===== src/rtl/fuse_pkg.sv =====
package fuse_pkg;
  localparam int unsigned DW         = 32;
  localparam int unsigned KEY_W      = 16;
  localparam logic [15:0] UNLOCK_KEY = 16'h3E77;

  // register offsets
  localparam int unsigned OFS_CTRL  = 0;
  localparam int unsigned OFS_SET   = 1;
  localparam int unsigned OFS_CLR   = 2;
  localparam int unsigned OFS_TIME  = 3;
  localparam int unsigned OFS_DATA  = 4;
  localparam int unsigned OFS_RDCMD = 5;
  localparam int unsigned OFS_RDRES = 6;

  // control word bits
  localparam int unsigned CB_BUSY   = 8;
  localparam int unsigned CB_ERR    = 9;
  localparam int unsigned CB_RELOAD = 10;
  localparam int unsigned KEY_LSB   = 16;

  // timing fields
  localparam int unsigned T_PROG_LSB  = 0;
  localparam int unsigned T_PROG_W    = 12;
  localparam int unsigned T_RELAX_LSB = 12;
  localparam int unsigned T_RELAX_W   = 4;
  localparam int unsigned T_READ_LSB  = 16;
  localparam int unsigned T_READ_W    = 6;
  localparam int unsigned T_WAIT_LSB  = 22;
  localparam int unsigned T_WAIT_W    = 6;
  localparam int unsigned T_USED      = T_WAIT_LSB + T_WAIT_W;
  localparam int unsigned CNT_W       = T_PROG_W;

  typedef enum logic [1:0] {OP_IDLE, OP_READ, OP_PROG, OP_RELOAD} op_e;
endpackage


===== src/rtl/fuse_seq.sv =====
module fuse_seq #(
  parameter int unsigned CNT_W = 12
) (
  input  logic             clk,
  input  logic             rst,
  input  logic             start,
  input  logic             again,
  input  logic [CNT_W-1:0] wait_cyc,
  input  logic [CNT_W-1:0] relax_cyc,
  input  logic [CNT_W-1:0] strobe_cyc,
  output logic             done,
  output logic             pulse
);
  typedef enum logic [1:0] {PH_IDLE, PH_WAIT, PH_STROBE} phase_e;
  phase_e           phase_q;
  logic [CNT_W-1:0] cnt_q;

  always_ff @(posedge clk) begin
    if (rst) begin
      phase_q <= PH_IDLE;
      cnt_q   <= '0;
    end else begin
      unique case (phase_q)
        PH_IDLE: if (start) begin
          phase_q <= PH_WAIT;
          cnt_q   <= '0;
        end
        PH_WAIT: if (cnt_q == wait_cyc) begin
          phase_q <= PH_STROBE;
          cnt_q   <= '0;
        end else cnt_q <= cnt_q + 1'b1;
        PH_STROBE: if (cnt_q == strobe_cyc) begin
          phase_q <= again ? PH_WAIT : PH_IDLE;
          cnt_q   <= '0;
        end else cnt_q <= cnt_q + 1'b1;
        default: phase_q <= PH_IDLE;
      endcase
    end
  end

  assign done  = (phase_q == PH_STROBE) && (cnt_q == strobe_cyc);
  // active window sits between a leading and a trailing relax interval
  assign pulse = (phase_q == PH_STROBE) && (cnt_q > relax_cyc) &&
                 (({1'b0, cnt_q} + {1'b0, relax_cyc}) < {1'b0, strobe_cyc});
endmodule


===== src/rtl/fuse_store.sv =====
module fuse_store #(
  parameter int unsigned NWORDS = 16,
  parameter int unsigned DW     = 32,
  localparam int unsigned AW    = $clog2(NWORDS)
) (
  input  logic          clk,
  input  logic          rst,
  input  logic [AW-1:0] op_sel,
  input  logic          prog_en,
  input  logic [DW-1:0] prog_data,
  input  logic          shadow_en,
  input  logic [AW-1:0] bus_sel,
  output logic [DW-1:0] fuse_word,
  output logic [DW-1:0] shadow_word
);
  logic [DW-1:0] fuse_q   [NWORDS];
  logic [DW-1:0] shadow_q [NWORDS];

  always_ff @(posedge clk) begin
    if (rst) begin
      for (int i = 0; i < NWORDS; i++) begin
        fuse_q[i]   <= '0;
        shadow_q[i] <= '0;
      end
    end else begin
      if (prog_en)   fuse_q[op_sel]   <= fuse_q[op_sel] | prog_data;
      if (shadow_en) shadow_q[op_sel] <= fuse_q[op_sel];
    end
  end

  assign fuse_word   = fuse_q[op_sel];
  assign shadow_word = shadow_q[bus_sel];
endmodule


===== src/rtl/fuse_ctrl.sv =====
module fuse_ctrl
  import fuse_pkg::*;
#(
  parameter int unsigned NWORDS = 16,
  localparam int unsigned AW     = $clog2(NWORDS),
  localparam int unsigned REG_AW = AW + 1
) (
  input  logic              clk,
  input  logic              rst,
  input  logic              reg_we,
  input  logic [REG_AW-1:0] reg_addr,
  input  logic [DW-1:0]     reg_wdata,
  output logic [DW-1:0]     reg_rdata,
  output logic              fuse_pulse
);
  localparam logic [DW-1:0] T_MASK = DW'((64'd1 << T_USED) - 1);

  op_e              op_q;
  logic [AW-1:0]    word_addr_q, op_addr_q, idx_q;
  logic [KEY_W-1:0] unlock_q;
  logic             err_q;
  logic [DW-1:0]    timing_q, data_q, rd_res_q;

  logic busy, reload_bit, done, again;
  logic wr_ctrl, wr_set, wr_clr, wr_time, wr_data, wr_rdcmd;
  logic req_reload, req_read, bad_req, go_read, go_prog, go_reload;
  logic [CNT_W-1:0] wait_c, relax_c, strobe_c;
  logic [AW-1:0]    store_sel;
  logic [DW-1:0]    fuse_word, shadow_word, ctrl_view, rd_mux;

  assign busy       = (op_q != OP_IDLE);
  assign reload_bit = (op_q == OP_RELOAD);

  assign wr_ctrl  = reg_we && (reg_addr == REG_AW'(OFS_CTRL));
  assign wr_set   = reg_we && (reg_addr == REG_AW'(OFS_SET));
  assign wr_clr   = reg_we && (reg_addr == REG_AW'(OFS_CLR));
  assign wr_time  = reg_we && (reg_addr == REG_AW'(OFS_TIME));
  assign wr_data  = reg_we && (reg_addr == REG_AW'(OFS_DATA));
  assign wr_rdcmd = reg_we && (reg_addr == REG_AW'(OFS_RDCMD));

  assign req_reload = (wr_ctrl || wr_set) && reg_wdata[CB_RELOAD];
  assign req_read   = wr_rdcmd && reg_wdata[0];
  assign go_read    = !busy && req_read;
  assign go_prog    = !busy && wr_data && (unlock_q == UNLOCK_KEY);
  assign go_reload  = !busy && req_reload;
  assign bad_req    = (busy && (req_reload || req_read || wr_data || wr_time)) ||
                      (!busy && wr_data && (unlock_q != UNLOCK_KEY));

  assign wait_c   = CNT_W'(timing_q[T_WAIT_LSB  +: T_WAIT_W]);
  assign relax_c  = CNT_W'(timing_q[T_RELAX_LSB +: T_RELAX_W]);
  assign strobe_c = (op_q == OP_PROG) ? CNT_W'(timing_q[T_PROG_LSB +: T_PROG_W])
                                      : CNT_W'(timing_q[T_READ_LSB +: T_READ_W]);
  assign again     = reload_bit && (idx_q != AW'(NWORDS - 1));
  assign store_sel = reload_bit ? idx_q : op_addr_q;

  fuse_seq #(.CNT_W(CNT_W)) u_seq (
    .clk        (clk),
    .rst        (rst),
    .start      (go_read || go_prog || go_reload),
    .again      (again),
    .wait_cyc   (wait_c),
    .relax_cyc  (relax_c),
    .strobe_cyc (strobe_c),
    .done       (done),
    .pulse      (fuse_pulse)
  );

  fuse_store #(.NWORDS(NWORDS), .DW(DW)) u_store (
    .clk         (clk),
    .rst         (rst),
    .op_sel      (store_sel),
    .prog_en     (done && (op_q == OP_PROG)),
    .prog_data   (data_q),
    .shadow_en   (done && reload_bit),
    .bus_sel     (reg_addr[AW-1:0]),
    .fuse_word   (fuse_word),
    .shadow_word (shadow_word)
  );

  always_ff @(posedge clk) begin
    if (rst) begin
      op_q        <= OP_IDLE;
      word_addr_q <= '0;
      op_addr_q   <= '0;
      idx_q       <= '0;
      unlock_q    <= '0;
      err_q       <= 1'b0;
      timing_q    <= '0;
      data_q      <= '0;
      rd_res_q    <= '0;
    end else begin
      if (done) begin
        unique case (op_q)
          OP_READ: begin
            rd_res_q <= fuse_word;
            op_q     <= OP_IDLE;
          end
          OP_RELOAD: if (again) idx_q <= idx_q + 1'b1;
                     else op_q <= OP_IDLE;
          default: op_q <= OP_IDLE;
        endcase
      end
      if (go_read) begin
        op_q      <= OP_READ;
        op_addr_q <= word_addr_q;
      end
      if (go_prog) begin
        op_q      <= OP_PROG;
        op_addr_q <= word_addr_q;
        data_q    <= reg_wdata;
      end
      if (go_reload) begin
        op_q  <= OP_RELOAD;
        idx_q <= '0;
      end
      if (wr_ctrl) begin
        word_addr_q <= reg_wdata[AW-1:0];
        unlock_q    <= reg_wdata[KEY_LSB +: KEY_W];
      end
      if (wr_set) begin
        word_addr_q <= word_addr_q | reg_wdata[AW-1:0];
        unlock_q    <= unlock_q | reg_wdata[KEY_LSB +: KEY_W];
      end
      if (wr_clr) begin
        word_addr_q <= word_addr_q & ~reg_wdata[AW-1:0];
        unlock_q    <= unlock_q & ~reg_wdata[KEY_LSB +: KEY_W];
        if (reg_wdata[CB_ERR]) err_q <= 1'b0;
      end
      if (wr_data) unlock_q <= '0;
      if (wr_time && !busy) timing_q <= reg_wdata & T_MASK;
      if (bad_req) err_q <= 1'b1;
      reg_rdata <= rd_mux;
    end
  end

  always_comb begin
    ctrl_view                       = '0;
    ctrl_view[AW-1:0]               = word_addr_q;
    ctrl_view[CB_BUSY]              = busy;
    ctrl_view[CB_ERR]               = err_q;
    ctrl_view[CB_RELOAD]            = reload_bit;
    ctrl_view[KEY_LSB +: KEY_W]     = unlock_q;
    rd_mux = '0;
    if (reg_addr[REG_AW-1]) rd_mux = shadow_word;
    else if (reg_addr == REG_AW'(OFS_CTRL) || reg_addr == REG_AW'(OFS_SET) ||
             reg_addr == REG_AW'(OFS_CLR))    rd_mux = ctrl_view;
    else if (reg_addr == REG_AW'(OFS_TIME))  rd_mux = timing_q;
    else if (reg_addr == REG_AW'(OFS_DATA))  rd_mux = data_q;
    else if (reg_addr == REG_AW'(OFS_RDRES)) rd_mux = rd_res_q;
  end
endmodule


===== config.mk =====
export PLATFORM = sky130hd
export DESIGN_NAME = fuse_ctrl
export DESIGN_NICKNAME = d
export VERILOG_FILES = /design/src/rtl/fuse_pkg.sv /design/src/rtl/fuse_seq.sv /design/src/rtl/fuse_store.sv /design/src/rtl/fuse_ctrl.sv
export SDC_FILE = /design/constraint.sdc
export NUM_CORES = 2
export LEC_CHECK = 0
export ABC_AREA = 1
export CORE_ASPECT_RATIO = 1.75
export CORE_MARGIN = 2
export CORE_UTILIZATION = 50
export DETAILED_ROUTE_END_ITERATION = 10
export DONT_BUFFER_PORTS = 1
export GPL_TIMING_DRIVEN = 1
export SYNTH_ARGS = -nofsm -noshare
export SYNTH_HDL_FRONTEND = slang
export SYNTH_SLANG_ARGS = --single-unit

===== constraint.sdc =====
create_clock -name clk -period 5.9 [get_ports clk]
set_clock_uncertainty 0.05 [all_clocks]
set_input_delay 1.77 -clock clk [delete_from_list [all_inputs] [get_ports clk]]
set_output_delay 1.77 -clock clk [all_outputs]
set_load 0.05 [all_outputs]

-- Yosys cells after proc, flatten, opt, wreduce, memory -nomap -nowiden
Memories as Yosys holds them, arrays and structs flattened.
Cells that the tools add are included.
- $add $sub $neg: 3
- $lt $le $gt $ge: 2
- equal/unequal tests: 20
- multiplexer cells: 47
- bitwise operators: 7
- reductions and logical operators: 50
- operators by type and width (cell ; count):
    $mux W32 ; 7
    $reduce_or A32 Y1 ; 2
    $mux W12 ; 4
    $mux W16 ; 3
    $pmux W12 S3 ; 1
    $mux W4 ; 8
    $or A32 B32 Y32 ; 1
    $logic_and A1 B1 Y1 ; 21
    $mux W2 ; 9
    $and A16 B16 Y16 ; 1
    $eq A16 B14 Y1 const B ; 1
    $ne A16 B14 Y1 const B ; 1
    $not A16 Y16 ; 1
    $or A16 B16 Y16 ; 1
    $eq A5 B3 Y1 const B ; 3
    $mux W1 ; 14
    $add A12 B4 Y13 ; 1
    $lt A13 B12 Y1 ; 1
    $add A12 B1 Y12 const B ; 1
    $eq A12 B12 Y1 ; 1
    $eq A12 B6 Y1 ; 1
    $gt A12 B4 Y1 ; 1
    $eq A5 B2 Y1 const B ; 2
    $logic_or A1 B1 Y1 ; 9
    21 further kinds ; 34
- bits in registers: 169
- RAM bits: 1024
- input bits: 40
- output and inout port bits: 33
- logic and storage cells: 143
- memories kept: 2
- memory list (memory ; depth ; width ; rd ports ; clocked after memory_dff ; wr ports ; RTL line ; RTL):
    u_store.fuse_q ; 16 ; 32 ; 1 ; 0 ; 16 ; fuse_store.sv:16 ; logic [DW-1:0] fuse_q [NWORDS];
    u_store.shadow_q ; 16 ; 32 ; 1 ; 0 ; 16 ; fuse_store.sv:17 ; logic [DW-1:0] shadow_q [NWORDS];

-- Longest topological paths before layout
- word-level depth: 11
- mapped depth: 18
- gate-level depth less buffers: 18

-- Cells and area by module
A second synthesis with hierarchy kept.
- cell total of the unflattened synthesis: 6259
- area total of the unflattened synthesis: 57214.9 um^2
- by module, submodules not included (module ; times used ; cells each ; area each (um^2) ; sequential area each (um^2)):
    fuse_store ; 1 ; 5001 ; 48200.0 ; 30749.5
    fuse_ctrl ; 1 ; 872 ; 6635.1 ; 3423.3
    fuse_seq ; 1 ; 386 ; 2379.8 ; 280.3

-- Least setup slack after synthesis
OpenSTA, ideal clock, no wires.
- path type: input-to-reg
- from: input port rst
- to: memory u_store.fuse_q[11][0] (enable)
- library setup time: 0.513 ns
- data arrival time: 4.390 ns
- data required time: 5.337 ns
- slack: 0.947 ns
- stages: 5
- buffers on the path: 3
- path through: clkbuf_1 inv_1 clkbuf_1 clkbuf_1 nand2_1
- RTL lines (what ; RTL line ; RTL):
    start: declaration ; fuse_ctrl.sv:9 ; input logic rst,
    end: declaration ; fuse_store.sv:16 ;

-- Final worst setup path
- from: register timing_q[13]
- to: output port fuse_pulse
- longest elaborated chain between the ends: 3
- elaborated cells between the ends (all ways): 5
- classes of those cells: add/sub: 1; order compare: 2; reduce/logical: 2
- ends and longest elaborated chain (what ; RTL line ; RTL):
    start: declaration ; fuse_ctrl.sv:22 ; logic [DW-1:0] timing_q, data_q, rd_res_q;
    start signal: assignment ; fuse_ctrl.sv:130 ; if (wr_time && !busy) timing_q <= reg_wdata & T_MASK;
    $add A12 B4 Y13 or $gt A12 B4 Y1 (tied branches) ; fuse_seq.sv:44, fuse_seq.sv:43 ;
    $lt A13 B12 Y1 or $logic_and A1 B1 Y1 (tied branches) ; fuse_seq.sv:44, fuse_seq.sv:43 ;
    $logic_and A1 B1 Y1 (*) ; fuse_seq.sv:43 ; assign pulse = (phase_q == PH_STROBE) && (cnt_q > relax_cyc) &&
    end: declaration ; fuse_ctrl.sv:14 ; output logic fuse_pulse
Mark *: on every way between the ends. The rest lies on a longest branch, timed or not.

==> summary.md <==
| Metric | Value |
|---|---|
| Status | `complete, no violations` |
| Netlist Area Pre-Place | `0.0545 mm²` |
| Post-synth EDFFs | `1056` |
| CTS H-tree lvls | `3` |
| First-pass GRT wire length | `251000 µm` |
| DR vias/cell | `5.68` |
| Hold path cells | `2` |
| R2R Setup Slk | `1.30 ns` |
| Grt ovf | `0` |
| RR Startpoint | `op_q[1]` |
| Critical hold path startpoint | `unlock_q[15]` |
| Total number of vias | `40223` |
| Final HPWL DP | `111000 µm` |
| Critical path arrival | `3.83 ns` |
| HP Class | `flip-flop to flip-flop` |
| Library cells used by synthesis | `48` |
| Pre-antenna DRT Iters | `6` |
| I/O pin count | `73` |
| Clock transition at the registers of the reported paths | `0.07 ns` |
| Register-to-Register Path Depth | `12` |
| Die Area | `0.112 mm²` |
| Max_cap viols | `0` |
| Maximum fanout along the worst path | `4` |
| Final ANT Viol Nets | `0` |
| Sequential area share after synthesis | `0.632` |
| Final #Nets | `5599` |
| Die Ht | `441 µm` |
| Power Dens Cells | `306 mW/mm²` |
| Cell Area, Placed | `0.0553 mm²` |
| Critical Path RT | `4.08 ns` |
| Unrepaired setup endpoints after global routing | `no` |
| Max-slew violations | `0` |
| Period minus WS final | `5.65 ns` |
| Top cells by area, synth | `edfxtp_1, nand2_1, nor2_1` |
| Slew @ Worst Pin | `1.20 ns` |
| Wire length per cell | `23.9 µm` |
| Crit Path Category | `flip-flop to primary output` |
| Final wirelength | `169000 µm` |
| Leakage | `23.3 nW` |
| Initial Util | `0.503` |
| Number of global-route vias before repair | `39167` |
| Pin count of the biggest net entering global routing | `162` |
| Final Cycle Share | `0.957` |
| Endpoints failing hold | `0` |
| CTS root buf | `clkbuf_16` |
| Share of Yosys cell area claimed by the top area cell type | `0.582` |
| Area grow syn2layout | `7.84%` |
| Initial antenna violation count | `5` |
| Critical register-to-register path endpoint | `u_store.fuse_q[7][8]` |
| DR DRC count | `0` |
| Setup_tns | `0 ns` |
| Layout Cells excl Fill | `7079` |
| CTS Buf Count | `109` |
| Post-synthesis register bit count | `1193` |
| Setup Buffers After CTS | `0` |
| Avg Inst Size Synth | `9.53 µm²` |
| PortBufs | `0` |
| Cell count after synthesis | `5718` |
| Syn nets | `5784` |
| Final Cell Area | `0.0588 mm²` |
| GRT Overall Usage | `0.305` |
| Row count | `160` |
| Post-synth ARST share | `0` |
| Worst setup SP type | `flip-flop` |
| Horiz. Die Dim | `254 µm` |
| CTS tree | `built` |
| Clock sink count | `1193` |
| Clock buffer depth | `3` |
| Dpl cells | `6880` |
| Top FF cell, synth | `edfxtp_1` |
| Peak Freq | `177 MHz` |
| Final Wtd Congestion | `0.899` |
| Worst Hold End | `unlock_q[15]` |
| Largest area contributor in the synthesized netlist | `edfxtp_1` |
| Total number of yosys warnings | `0` |
| Endpoints failing setup | `0` |
| Headroom to the max-slew limit | `0.197` |
| Core area | `0.108 mm²` |
| DR iter-0 viols | `3738` |
| Worst skew pair latency | `0.76 ns` |
| Peak supply drop | `213 µV` |
| Setup crit end kind | `primary output` |
| Layout cells sized above 1 | `0.0746` |
[registers in the layout (all words and copies together), names as in the netlist]
register and cells:
data_q 32, err_q 1, idx_q 4, op_addr_q 4, op_q 2, rd_res_q 32
reg_rdata 32, timing_q 28, u_seq.cnt_q 12, u_seq.phase_q 2, u_store.fuse_q 512, u_store.shadow_q 512
unlock_q 16, word_addr_q 4
[power breakdown]
part	internal, W	switching (W)	leakage [nW]
registers	0.00944	0.000169	12.0
logic	0.000321	0.00107	9.58
clock network	0.00375	0.00322	1.68
[worst max-delay path: stages, from the launching register on]
cell and delay, ns:
dfxtp_2 0.35, inv_1 0.09, ha_1 0.33, nor2_1 0.13
o21ai_1 0.10, nand2_1 0.07, nand2_1 0.06, a21oi_1 0.14
buf_4 0.15, nand2_1 0.06, nor2_2 0.12, nand2_1 0.07
xor2_1 0.14, inv_1 0.06, ha_1 0.30, nand2_1 0.06
nand3_1 0.07, nor2_1 0.10, nand3_1 0.12, nor2_4 0.22
buf_4 0.18, buf_8 0.14
[synthesized netlist by cell type (22+ instances only)]
library cell  instances
nand2_1            2005
nor2_1             1196
edfxtp_1           1056
clkbuf_1            182
a21oi_1             142
buf_2               137
dfxtp_1             137
nand3_1             131
a22oi_1             130
o21ai_0             103
inv_1                99
buf_6                61
nand4_1              51
nor2_2               36
a221oi_1             32
nor3_2               30
a41oi_1              26
ha_1                 25
nand2_4              22
[worst max path at each step]
| stage | from | end | depth (start not counted) |
|---|---|---|---|
| 2_1_floorplan | rst | u_store.fuse_q[11][0] | 5 |
| 3_3_place_gp | u_seq.cnt_q[1] | fuse_pulse | 20 |
| 3_5_place_dp | u_seq.cnt_q[1] | fuse_pulse | 20 |
| 4_1_cts | timing_q[13] | fuse_pulse | 21 |
| 5_1_grt | timing_q[13] | fuse_pulse | 21 |
| 6_report | timing_q[13] | fuse_pulse | 21 |
[per-layer routing]
metal,track usage,vias up,part of all wire
li1,-,18567,-
met1,0.351,19759,0.37
met2,0.548,1512,0.52
met3,0.0515,377,0.068
met4,0.144,8,0.046
met5,0,-,0.00032
[what timing repair did]
| item | CTS | global route |
|---|---|---|
| pin swaps | 0 | 1 |
| endpoints found under the hold margin | 0 | 0 |
| setup endpoints to repair | 1 | 1 |
| resized for setup | 2 | 6 |
| hold buffers | 0 | 0 |
[metrics by stage]
stage                     hold slack, ns  setup WS [ns]  power [W]   util
after floorplan                    0.389          0.947     0.0106      -
after global placement             0.393          0.485     0.0112  0.511
after detailed placement           0.412          0.623     0.0112  0.511
after CTS                          0.423         0.0256     0.0180  0.542
after global routing               0.450        0.00394     0.0185  0.543
final                              0.422          0.254     0.0180  0.543
[final cells by class]
type                       count  area [µm²]
tap                         1458        1820
fill                        9798       49500
clock inverter                53         450
sequential                  1193       34500
clock buffer                 144        2960
multi-input combinational   4016       17700
timing repair buffer         107         973
inverter                     106         420
antenna                        2        5.00
[logic make-up (layout without fill, tap and decap cells)]
kind of cell,count (synthesis),count (layout),synth area share
flops,1193,1193,0.632
other cells,0,2,0
compound gates,475,475,0.0551
fa+ha+maj,26,26,0.00611
simple gates,3502,3502,0.257
xor+xnor,13,13,0.00209
buf+inv,509,410,0.0475
[layout by cell type (no fill, tap or decap), drive strengths merged, types with 13 or more instances in the layout]
| cell | count |
|---|---|
| a31oi | 19 |
| buf | 107 |
| o21ai | 106 |
| nand4 | 51 |
| nor2 | 1235 |
| a41oi | 26 |
| dfxtp | 137 |
| nand2 | 2029 |
| xor2 | 13 |
| a21oi | 142 |
| a22oi | 130 |
| clkinv | 46 |
| clkbuf | 144 |
| ha | 25 |
| edfxtp | 1056 |
| nand3 | 133 |
| a221oi | 32 |
| nor3 | 46 |
| inv | 106 |
Note: power is estimated with default switching activity, not from simulation.
